### config.mk
export PLATFORM = sky130hd
export DESIGN_NAME = mdio_frame_master
export DESIGN_NICKNAME = d
export VERILOG_FILES = /design/src/rtl/mdio_fm_pkg.sv /design/src/rtl/mdc_tick_gen.sv /design/src/rtl/mdio_capture.sv /design/src/rtl/mdio_frame_seq.sv /design/src/rtl/mdio_frame_master.sv
export SDC_FILE = /design/constraint.sdc
export NUM_CORES = 1
export LEC_CHECK = 0
export ABC_AREA = 1
export BUFFER_PORTS_ARGS = -buffer_cell sky130_fd_sc_hd__buf_2
export CAP_MARGIN = 20
export CORE_MARGIN = 10
export CORE_UTILIZATION = 48
export CTS_CLUSTER_SIZE = 25
export DETAILED_ROUTE_END_ITERATION = 12
export PLACE_DENSITY = 0.66
export SLEW_MARGIN = 20
export SYNTH_ARGS = -nofsm -noshare
export SYNTH_HDL_FRONTEND = slang
export SYNTH_HIERARCHICAL = 1
export SYNTH_SLANG_ARGS = --single-unit
### constraint.sdc
create_clock -name clk -period 4.8 [get_ports clk]
set_input_delay 1.44 -clock clk [delete_from_list [all_inputs] [get_ports clk]]
set_output_delay 1.44 -clock clk [all_outputs]
set_load 0.005 [all_outputs]
### src/rtl/mdio_fm_pkg.sv
package mdio_fm_pkg;
  localparam int unsigned PHY_W      = 5;
  localparam int unsigned REG_W      = 5;
  localparam int unsigned DAT_W      = 16;
  localparam int unsigned RD_CMD_LEN = 16;
  localparam int unsigned WR_CMD_LEN = 32;
  localparam int unsigned RD_REL_LEN = 20;
  localparam int unsigned WR_REL_LEN = 2;

  // read command: two leading ones, start 01, opcode 10, phy, reg
  function automatic logic [RD_CMD_LEN-1:0] rd_cmd(input logic [PHY_W-1:0] phy,
                                                   input logic [REG_W-1:0] regad);
    return {2'b11, 2'b01, 2'b10, phy, regad};
  endfunction

  // write command: start 01, opcode 01, phy, reg, turnaround 10, data
  function automatic logic [WR_CMD_LEN-1:0] wr_cmd(input logic [PHY_W-1:0] phy,
                                                   input logic [REG_W-1:0] regad,
                                                   input logic [DAT_W-1:0] data);
    return {2'b01, 2'b01, phy, regad, 2'b10, data};
  endfunction
endpackage

### src/rtl/mdc_tick_gen.sv
module mdc_tick_gen #(
  parameter int unsigned HALF_DIV = 10
) (
  input  logic clk,
  input  logic rst_n,
  input  logic en,
  output logic tick
);
  localparam int unsigned CW = (HALF_DIV > 1) ? $clog2(HALF_DIV) : 1;
  localparam logic [CW-1:0] LAST = CW'(HALF_DIV - 1);

  logic [CW-1:0] cnt_q, cnt_d;

  always_comb begin
    tick  = en && (cnt_q == LAST);
    cnt_d = cnt_q;
    if (!en || tick) cnt_d = '0;
    else             cnt_d = cnt_q + 1'b1;
  end

  always_ff @(posedge clk or negedge rst_n) begin
    if (!rst_n) cnt_q <= '0;
    else        cnt_q <= cnt_d;
  end
endmodule

### src/rtl/mdio_capture.sv
module mdio_capture #(
  parameter int unsigned W = 20
) (
  input  logic         clk,
  input  logic         rst_n,
  input  logic         clr,
  input  logic         shift_en,
  input  logic         din,
  output logic [W-1:0] word
);
  logic [W-1:0] word_d;

  always_comb begin
    word_d = word;
    if (clr)           word_d = '0;
    else if (shift_en) word_d = {word[W-2:0], din};
  end

  always_ff @(posedge clk or negedge rst_n) begin
    if (!rst_n) word <= '0;
    else        word <= word_d;
  end
endmodule

### src/rtl/mdio_frame_seq.sv
module mdio_frame_seq
  import mdio_fm_pkg::*;
#(
  parameter int unsigned PRE_LEN = 32
) (
  input  logic                  clk,
  input  logic                  rst_n,
  input  logic                  start_i,
  input  logic                  rd_i,
  input  logic                  pre_en_i,
  input  logic [PHY_W-1:0]      phy_addr_i,
  input  logic [REG_W-1:0]      reg_addr_i,
  input  logic [DAT_W-1:0]      wdata_i,
  input  logic                  tick,
  input  logic [RD_REL_LEN-1:0] cap_word,
  output logic                  cap_clr,
  output logic                  cap_shift,
  output logic                  busy_o,
  output logic                  done_o,
  output logic [DAT_W-1:0]      rdata_o,
  output logic                  mdc_o,
  output logic                  mdio_o,
  output logic                  mdio_oe_o
);
  localparam int unsigned SHW   = PRE_LEN + WR_CMD_LEN;
  localparam int unsigned CNT_W = $clog2(SHW + 1);

  logic             busy_q, busy_d, done_q, done_d, mdc_q, mdc_d;
  logic             oe_q, oe_d, rd_q, rd_d;
  logic [SHW-1:0]   sh_q, sh_d;
  logic [CNT_W-1:0] drv_q, drv_d, rel_q, rel_d;
  logic [DAT_W-1:0] rdat_q, rdat_d;
  logic             accept;
  logic [WR_CMD_LEN-1:0] frame;
  logic [CNT_W-1:0] cmd_len;

  assign accept    = start_i && !busy_q;
  assign frame     = rd_i ? {rd_cmd(phy_addr_i, reg_addr_i), {(WR_CMD_LEN-RD_CMD_LEN){1'b0}}}
                          : wr_cmd(phy_addr_i, reg_addr_i, wdata_i);
  assign cmd_len   = rd_i ? CNT_W'(RD_CMD_LEN) : CNT_W'(WR_CMD_LEN);
  assign cap_clr   = accept;
  assign cap_shift = busy_q && tick && !mdc_q && !oe_q && rd_q;

  always_comb begin
    busy_d = busy_q; done_d = 1'b0; mdc_d = mdc_q; oe_d = oe_q; rd_d = rd_q;
    sh_d = sh_q; drv_d = drv_q; rel_d = rel_q; rdat_d = rdat_q;
    if (accept) begin
      busy_d = 1'b1;
      mdc_d  = 1'b0;
      oe_d   = 1'b1;
      rd_d   = rd_i;
      rel_d  = rd_i ? CNT_W'(RD_REL_LEN) : CNT_W'(WR_REL_LEN);
      if (pre_en_i) begin
        sh_d  = {{PRE_LEN{1'b1}}, frame};
        drv_d = CNT_W'(PRE_LEN) + cmd_len;
      end else begin
        sh_d  = {frame, {PRE_LEN{1'b0}}};
        drv_d = cmd_len;
      end
    end else if (busy_q && tick) begin
      if (!mdc_q) begin
        mdc_d = 1'b1;
      end else begin
        mdc_d = 1'b0;
        if (drv_q != '0) begin
          sh_d  = sh_q << 1;
          drv_d = drv_q - 1'b1;
          if (drv_q == CNT_W'(1)) oe_d = 1'b0;
        end else begin
          rel_d = rel_q - 1'b1;
          if (rel_q == CNT_W'(1)) begin
            busy_d = 1'b0;
            done_d = 1'b1;
            oe_d   = 1'b0;
            if (rd_q) rdat_d = cap_word[DAT_W:1];
          end
        end
      end
    end
  end

  always_ff @(posedge clk or negedge rst_n) begin
    if (!rst_n) begin
      busy_q <= 1'b0; done_q <= 1'b0; mdc_q <= 1'b0; oe_q <= 1'b0; rd_q <= 1'b0;
      sh_q <= '0; drv_q <= '0; rel_q <= '0; rdat_q <= '0;
    end else begin
      busy_q <= busy_d; done_q <= done_d; mdc_q <= mdc_d; oe_q <= oe_d; rd_q <= rd_d;
      sh_q <= sh_d; drv_q <= drv_d; rel_q <= rel_d; rdat_q <= rdat_d;
    end
  end

  assign busy_o    = busy_q;
  assign done_o    = done_q;
  assign rdata_o   = rdat_q;
  assign mdc_o     = mdc_q;
  assign mdio_o    = sh_q[SHW-1];
  assign mdio_oe_o = oe_q;
endmodule

### src/rtl/mdio_frame_master.sv
module mdio_frame_master
  import mdio_fm_pkg::*;
#(
  parameter int unsigned HALF_DIV = 10,
  parameter int unsigned PRE_LEN  = 32
) (
  input  logic              clk,
  input  logic              rst_n,
  input  logic              start_i,
  input  logic              rd_i,
  input  logic              pre_en_i,
  input  logic [PHY_W-1:0]  phy_addr_i,
  input  logic [REG_W-1:0]  reg_addr_i,
  input  logic [DAT_W-1:0]  wdata_i,
  input  logic              mdio_i,
  output logic              busy_o,
  output logic              done_o,
  output logic [DAT_W-1:0]  rdata_o,
  output logic              mdc_o,
  output logic              mdio_o,
  output logic              mdio_oe_o
);
  logic                  tick, cap_clr, cap_shift;
  logic [RD_REL_LEN-1:0] cap_word;

  mdc_tick_gen #(.HALF_DIV(HALF_DIV)) u_tick (
    .clk(clk), .rst_n(rst_n), .en(busy_o), .tick(tick)
  );

  mdio_capture #(.W(RD_REL_LEN)) u_cap (
    .clk(clk), .rst_n(rst_n), .clr(cap_clr), .shift_en(cap_shift),
    .din(mdio_i), .word(cap_word)
  );

  mdio_frame_seq #(.PRE_LEN(PRE_LEN)) u_seq (
    .clk(clk), .rst_n(rst_n), .start_i(start_i), .rd_i(rd_i), .pre_en_i(pre_en_i),
    .phy_addr_i(phy_addr_i), .reg_addr_i(reg_addr_i), .wdata_i(wdata_i),
    .tick(tick), .cap_word(cap_word), .cap_clr(cap_clr), .cap_shift(cap_shift),
    .busy_o(busy_o), .done_o(done_o), .rdata_o(rdata_o), .mdc_o(mdc_o),
    .mdio_o(mdio_o), .mdio_oe_o(mdio_oe_o)
  );
endmodule


Word-level counts from Yosys, hierarchy flattened
Index checks and enable logic that the tools add are counted.
W data, S select, Z words.
{"block": "totals", "register_bits": 120, "inputBits": 32, "output_inout_bits": 21, "wordCells": 82}
{"block": "classes", "n_addsub": 4, "eq_ne": 5, "muxes": 38, "n_bitwise": 2, "reduce_logical": 22}
{"operator": "$mux W64", "n": 5}
{"operator": "$mux W7", "n": 9}
{"operator": "$mux W17", "n": 2}
{"operator": "$mux W32", "n": 1}
{"operator": "$mux W1", "n": 18}
{"operator": "$eq A7 B1 Y1 const B", "n": 2}
{"operator": "$sub A7 B1 Y7 const B", "n": 2}
{"operator": "$reduce_bool A2 Y1", "n": 5}
{"operator": "$reduce_and A4 Y1", "n": 2}
{"operator": "$add A6 B7 Y7 const A", "n": 1}
{"operator": "$reduce_bool A7 Y1", "n": 1}
{"operator": "$logic_and A1 B1 Y1", "n": 6}
{"operator": "$mux W6", "n": 1}
{"operator": "$reduce_and A3 Y1", "n": 2}
{"operator": "$reduce_and A6 Y1", "n": 1}
{"operator": "$mux W5", "n": 1}
{"operator": "$add A4 B1 Y4 const B", "n": 1}
{"operator": "$eq A4 B4 Y1 const B", "n": 1}
{"operator": "$mux W4", "n": 1}
{"operator": "$logic_not A1 Y1", "n": 3}
{"operator": "$ne A3 B3 Y1 const B", "n": 1}
{"operator": "$reduce_bool A3 Y1", "n": 1}
{"operator": "$ne A2 B2 Y1 const B", "n": 1}
{"operator": "$not A1 Y1", "n": 2}
{"operator": "$logic_or A1 B1 Y1", "n": 1}

Longest topological paths before layout
{"block": "logic_depth", "word_depth": 8, "mapped_depth": 12, "ltp_nobuf": 11}

Modules after synthesis
The synthesis kept the hierarchy.
{"mod": "mdio_frame_seq", "n_inst": 1, "cells_each": 619, "area_each_um2": 5142.4}
{"mod": "mdio_capture", "n_inst": 1, "cells_each": 88, "area_each_um2": 810.8}
{"mod": "mdc_tick_gen", "n_inst": 1, "cells_each": 22, "area_each_um2": 201.4}

Worst setup path after synthesis
Ideal clock, no wire load.
{"block": "synth_path", "path_kind": "input -> register", "start": "input rd_i", "end": "register u_seq.drv_q[5]", "setup_time_ps": 68, "arrival_ps": 2459, "required_time_ps": 4732, "slack_ps": 2272, "stages": 5, "path_cell_list": "clkinv_1 -> clkbuf_1 -> ha_1 -> or2_2 -> nand3_1"}
{"block": "synth_between", "elab_chain_cells": 4}
{"element": "start: declaration", "line": "mdio_frame_master.sv:10", "text": "input logic rd_i,"}
{"element": "$mux W6 *", "line": "mdio_frame_seq.sv:40", "text": "assign cmd_len = rd_i ? CNT_W'(RD_CMD_LEN) : CNT_W'(WR_CMD_LEN);"}
{"element": "$add A6 B7 Y7", "line": "mdio_frame_seq.sv:55", "text": "drv_d = CNT_W'(PRE_LEN) + cmd_len;"}
{"element": "$mux W7 *", "line": "mdio_frame_seq.sv:53", "text": "if (pre_en_i) begin"}
{"element": "$mux W7 *", "line": "mdio_frame_seq.sv:47", "text": "if (accept) begin"}
{"element": "end signal: assignment", "line": "mdio_frame_seq.sv:85", "text": "sh_q <= '0; drv_q <= '0; rel_q <= '0; rdat_q <= '0;"}
{"element": "end signal: assignment", "line": "mdio_frame_seq.sv:88", "text": "sh_q <= sh_d; drv_q <= drv_d; rel_q <= rel_d; rdat_q <= rdat_d;"}
{"element": "end: declaration", "line": "mdio_frame_seq.sv:31", "text": "logic [CNT_W-1:0] drv_q, drv_d, rel_q, rel_d;"}
Every way passes the cells marked *; elsewhere a longest branch is shown, timed or not.
A chain may end at the register's enable or synchronous reset.

Final worst setup path
{"block": "layout_path", "start": "input start_i", "end": "register u_seq.sh_q[51]"}
{"block": "layout_between", "elab_chain_cells": 3}
{"element": "start: declaration", "line": "mdio_frame_master.sv:9", "text": "input logic start_i,"}
{"element": "$logic_and A1 B1 Y1 *", "line": "mdio_frame_seq.sv:37", "text": "assign accept = start_i && !busy_q;"}
{"element": "named net cap_clr", "line": "mdio_frame_master.sv:23", "text": "logic tick, cap_clr, cap_shift;"}
{"element": "$reduce_bool A2 Y1 (no line)"}
{"element": "$reduce_and A3 Y1 (no line)"}
{"element": "end signal: assignment", "line": "mdio_frame_seq.sv:85"}
{"element": "end signal: assignment", "line": "mdio_frame_seq.sv:88"}
{"element": "end: declaration", "line": "mdio_frame_seq.sv:30", "text": "logic [SHW-1:0] sh_q, sh_d;"}
Mark *: on every way through the listed nets, which the timed path passes. The rest lies on a longest branch.

==> summary.md <==
| Metric | Value |
|---|---|
| Worst Clk Skew | 0.00501 ns |
| DRT iter0 DRCs | 354 |
| R2R Setup Slk | 2.39 ns |
| Die Area | 17500 um2 |
| Gr ovfl total | 0 |
| Die Y | 132 um |
| Total of max-cap violations | 0 |
| First-pass GRT wire length | 22400 um |
| Final min period | 3.00 ns |
| Sink Count | 120 |
| CTS resizes | 0 |
| Fillers | 1130 |
| CP Capture Type | flop |
| Peak supply drop | 281 uV |
| CORE AREA | 12200 um2 |
| Number of diodes | 0 |
| Critical path class | primary input to flop |
| Cell total after placement | 901 |
| Clock tree buffer depth | 2 |
| Fin. Hold Viols | 0 |
| Hpwl dp | 8150 um |
| Max Fclk | 333 MHz |
| Via-to-Cell Ratio | 5.18 |
| Placer congestion estimate | 0.813 |
| Syn Nets | 759 |
| Initial Utilization | 49.7% |
| CP arrival | 3.26 ns |
| GRT Total Usage | 15.2% |
| Req. time, crit path | 5.05 ns |
| Clock power share | 36.5% |
| Startpoint Class | primary input |
| Unrepaired setup endpoints after global routing | false |
| PortBufs | 52 |
| CTS Buf Count | 17 |
| DRT Pass-1 Iters | 5 |
| CTS clk-pin slew, worst paths | 0.05 ns |
| Rel. slew slack | 45.0% |
| Post-DP Area | 6290 um2 |
| DRC errors left | 0 |
| Largest net degree at the start of global routing | 69 |
| Status | finished clean |
| Internal | 2610 uW |
| Sw Ratio | 30.8% |
| Vias in the first global route | 4907 |
| Final Worst Setup Slack | 1.80 ns |
| Seq pwr share | 39.2% |
| Fin area | 6950 um2 |
| Final Setup Violations | 0 |
| Number of nets in the layout | 794 |
| WL/cell | 13.6 um |
| Non-Filler Instances | 933 |
| Worst-skew pair later-pin latency | 0.41 ns |
| CTS tree | yes |
| Synth Instances | 717 |
| Initial antenna violation count | 0 |
| Leakage | 0.00338 uW |
| Post-CTS Setup Bufs | 0 |
| Ports | 53 |
| Worst Hold Class | flop to flop |
| Rows | 40 |
| Synthesis-to-finish area growth | 15.0% |
| Final Cycle Share | 62.5% |
| Die Wd | 132 um |
| Pre-CTS setup slack | 1.22 ns |
| Comb pwr share | 24.3% |
| Total negative setup slack | 0 ns |
| Post-Route WL | 12600 um |
| Hold-fix buffers, CTS | 0 |
| Syn avg cell area | 8.42 um2 |
| Htree depth | 4 |
| Root buf cell | clkbuf_16 |
| Post-Syn Area | 6040 um2 |
| Design Power | 3770 uW |
| Worst Tran Pin Value | 0.820 ns |
| Synth warnings | 6 |
| Routed via count | 4829 |
| Final Slew Violations | 0 |
| Post-route ant nets | 0 |
| Switching power | 1160 uW |
| Cell Pwr Density | 543 nW/um2 |
| Share of cells above drive strength 1 | 15.9% |
| Crit Path Max Fanout | 28 |
[worst paths after layout]
path	from	endpoint	cells after the start
setup / recovery	start_i	u_seq/sh_q[51]	8
max in group asynchronous	rst_n	u_cap/word[0]	2
min in group asynchronous	rst_n	u_tick/cnt_q[3]	1
hold / removal	u_seq/sh_q[61]	u_seq/sh_q[61]	2
setup reg to reg	u_seq/rd_q	u_cap/word[4]	6
hold reg to reg	u_seq/sh_q[61]	u_seq/sh_q[61]	2
[area by class of cell]
type	count	area (um2)	area share (%)
Inverter	76	285	4.11
Multi-Input combinational cell	481	2490	35.9
Clock buffer	22	484	6.97
Clock inverter	10	165	2.38
Timing Repair Buffer	56	305	4.39
Sequential cell	120	3000	43.2
Tap cell	168	210	3.03
[power by group through the flow]
stage / clock network [uW] / logic, uW / registers [uW]
after floorplan: 0 / 761 / 1450
after global placement: 0 / 875 / 1480
after detailed placement: 0 / 915 / 1490
after CTS: 1400 / 923 / 1480
after global routing: 1450 / 1050 / 1520
final: 1370 / 917 / 1480
[routing by layer]
metal	vias up	share of wire [%]	GRT usage [%]
li1	2401	-	-
met1	2306	45	17.3
met2	107	49	25.9
met3	15	4.8	4.57
met4	0	1.5	6.48
met5	-	0	0
[layout by cell type (no fill, tap or decap), types with 2 or more instances in the layout]
cell type and n:
xor2_1 4, o21ai_0 69, clkbuf_8 4, nand4_1 5, ha_1 10, xnor2_1 3
clkinv_1 2, o21ai_1 36, inv_1 72, buf_2 51, buf_4 4, nand3_1 45
nand2_1 205, nor2_8 4, nor2_1 21, clkinvlp_4 3, o22ai_1 29, nand2_4 3
or2_2 10, nand2_2 3, nor2_4 5, a21oi_1 3, clkbuf_16 17, dfrtp_1 120
o21bai_1 17, nor2_2 2, bufinv_16 4, inv_2 2
[registers in the layout, summed over array words and instances (netlist names)]
name	flops
u_seq/rel_q	7
u_seq/drv_q	7
u_seq/mdio_oe_o	1
u_seq/mdc_o	1
u_seq/done_o	1
u_cap/word	17
u_seq/sh_q	64
u_seq/rd_q	1
u_tick/cnt_q	4
u_seq/rdata_o	16
u_seq/busy_o	1
[per-stage QoR]
step	hold slack, ns	utilization, %
3_3_place_gp	0.452	51.7
6_report	0.470	57.1
4_1_cts	0.473	57.1
3_5_place_dp	0.459	51.7
2_1_floorplan	0.437	-
5_1_grt	0.506	57.1
[worst max-delay path, stage by stage]
cell and delay [ns]:
buf_2 0.09, inv_1 0.06, nor2_4 0.45, inv_2 0.28, nor2_4 0.59, nand2_1 0.10, o21ai_0 0.12, o21ai_0 0.11
(Power assumes the default switching activity.)
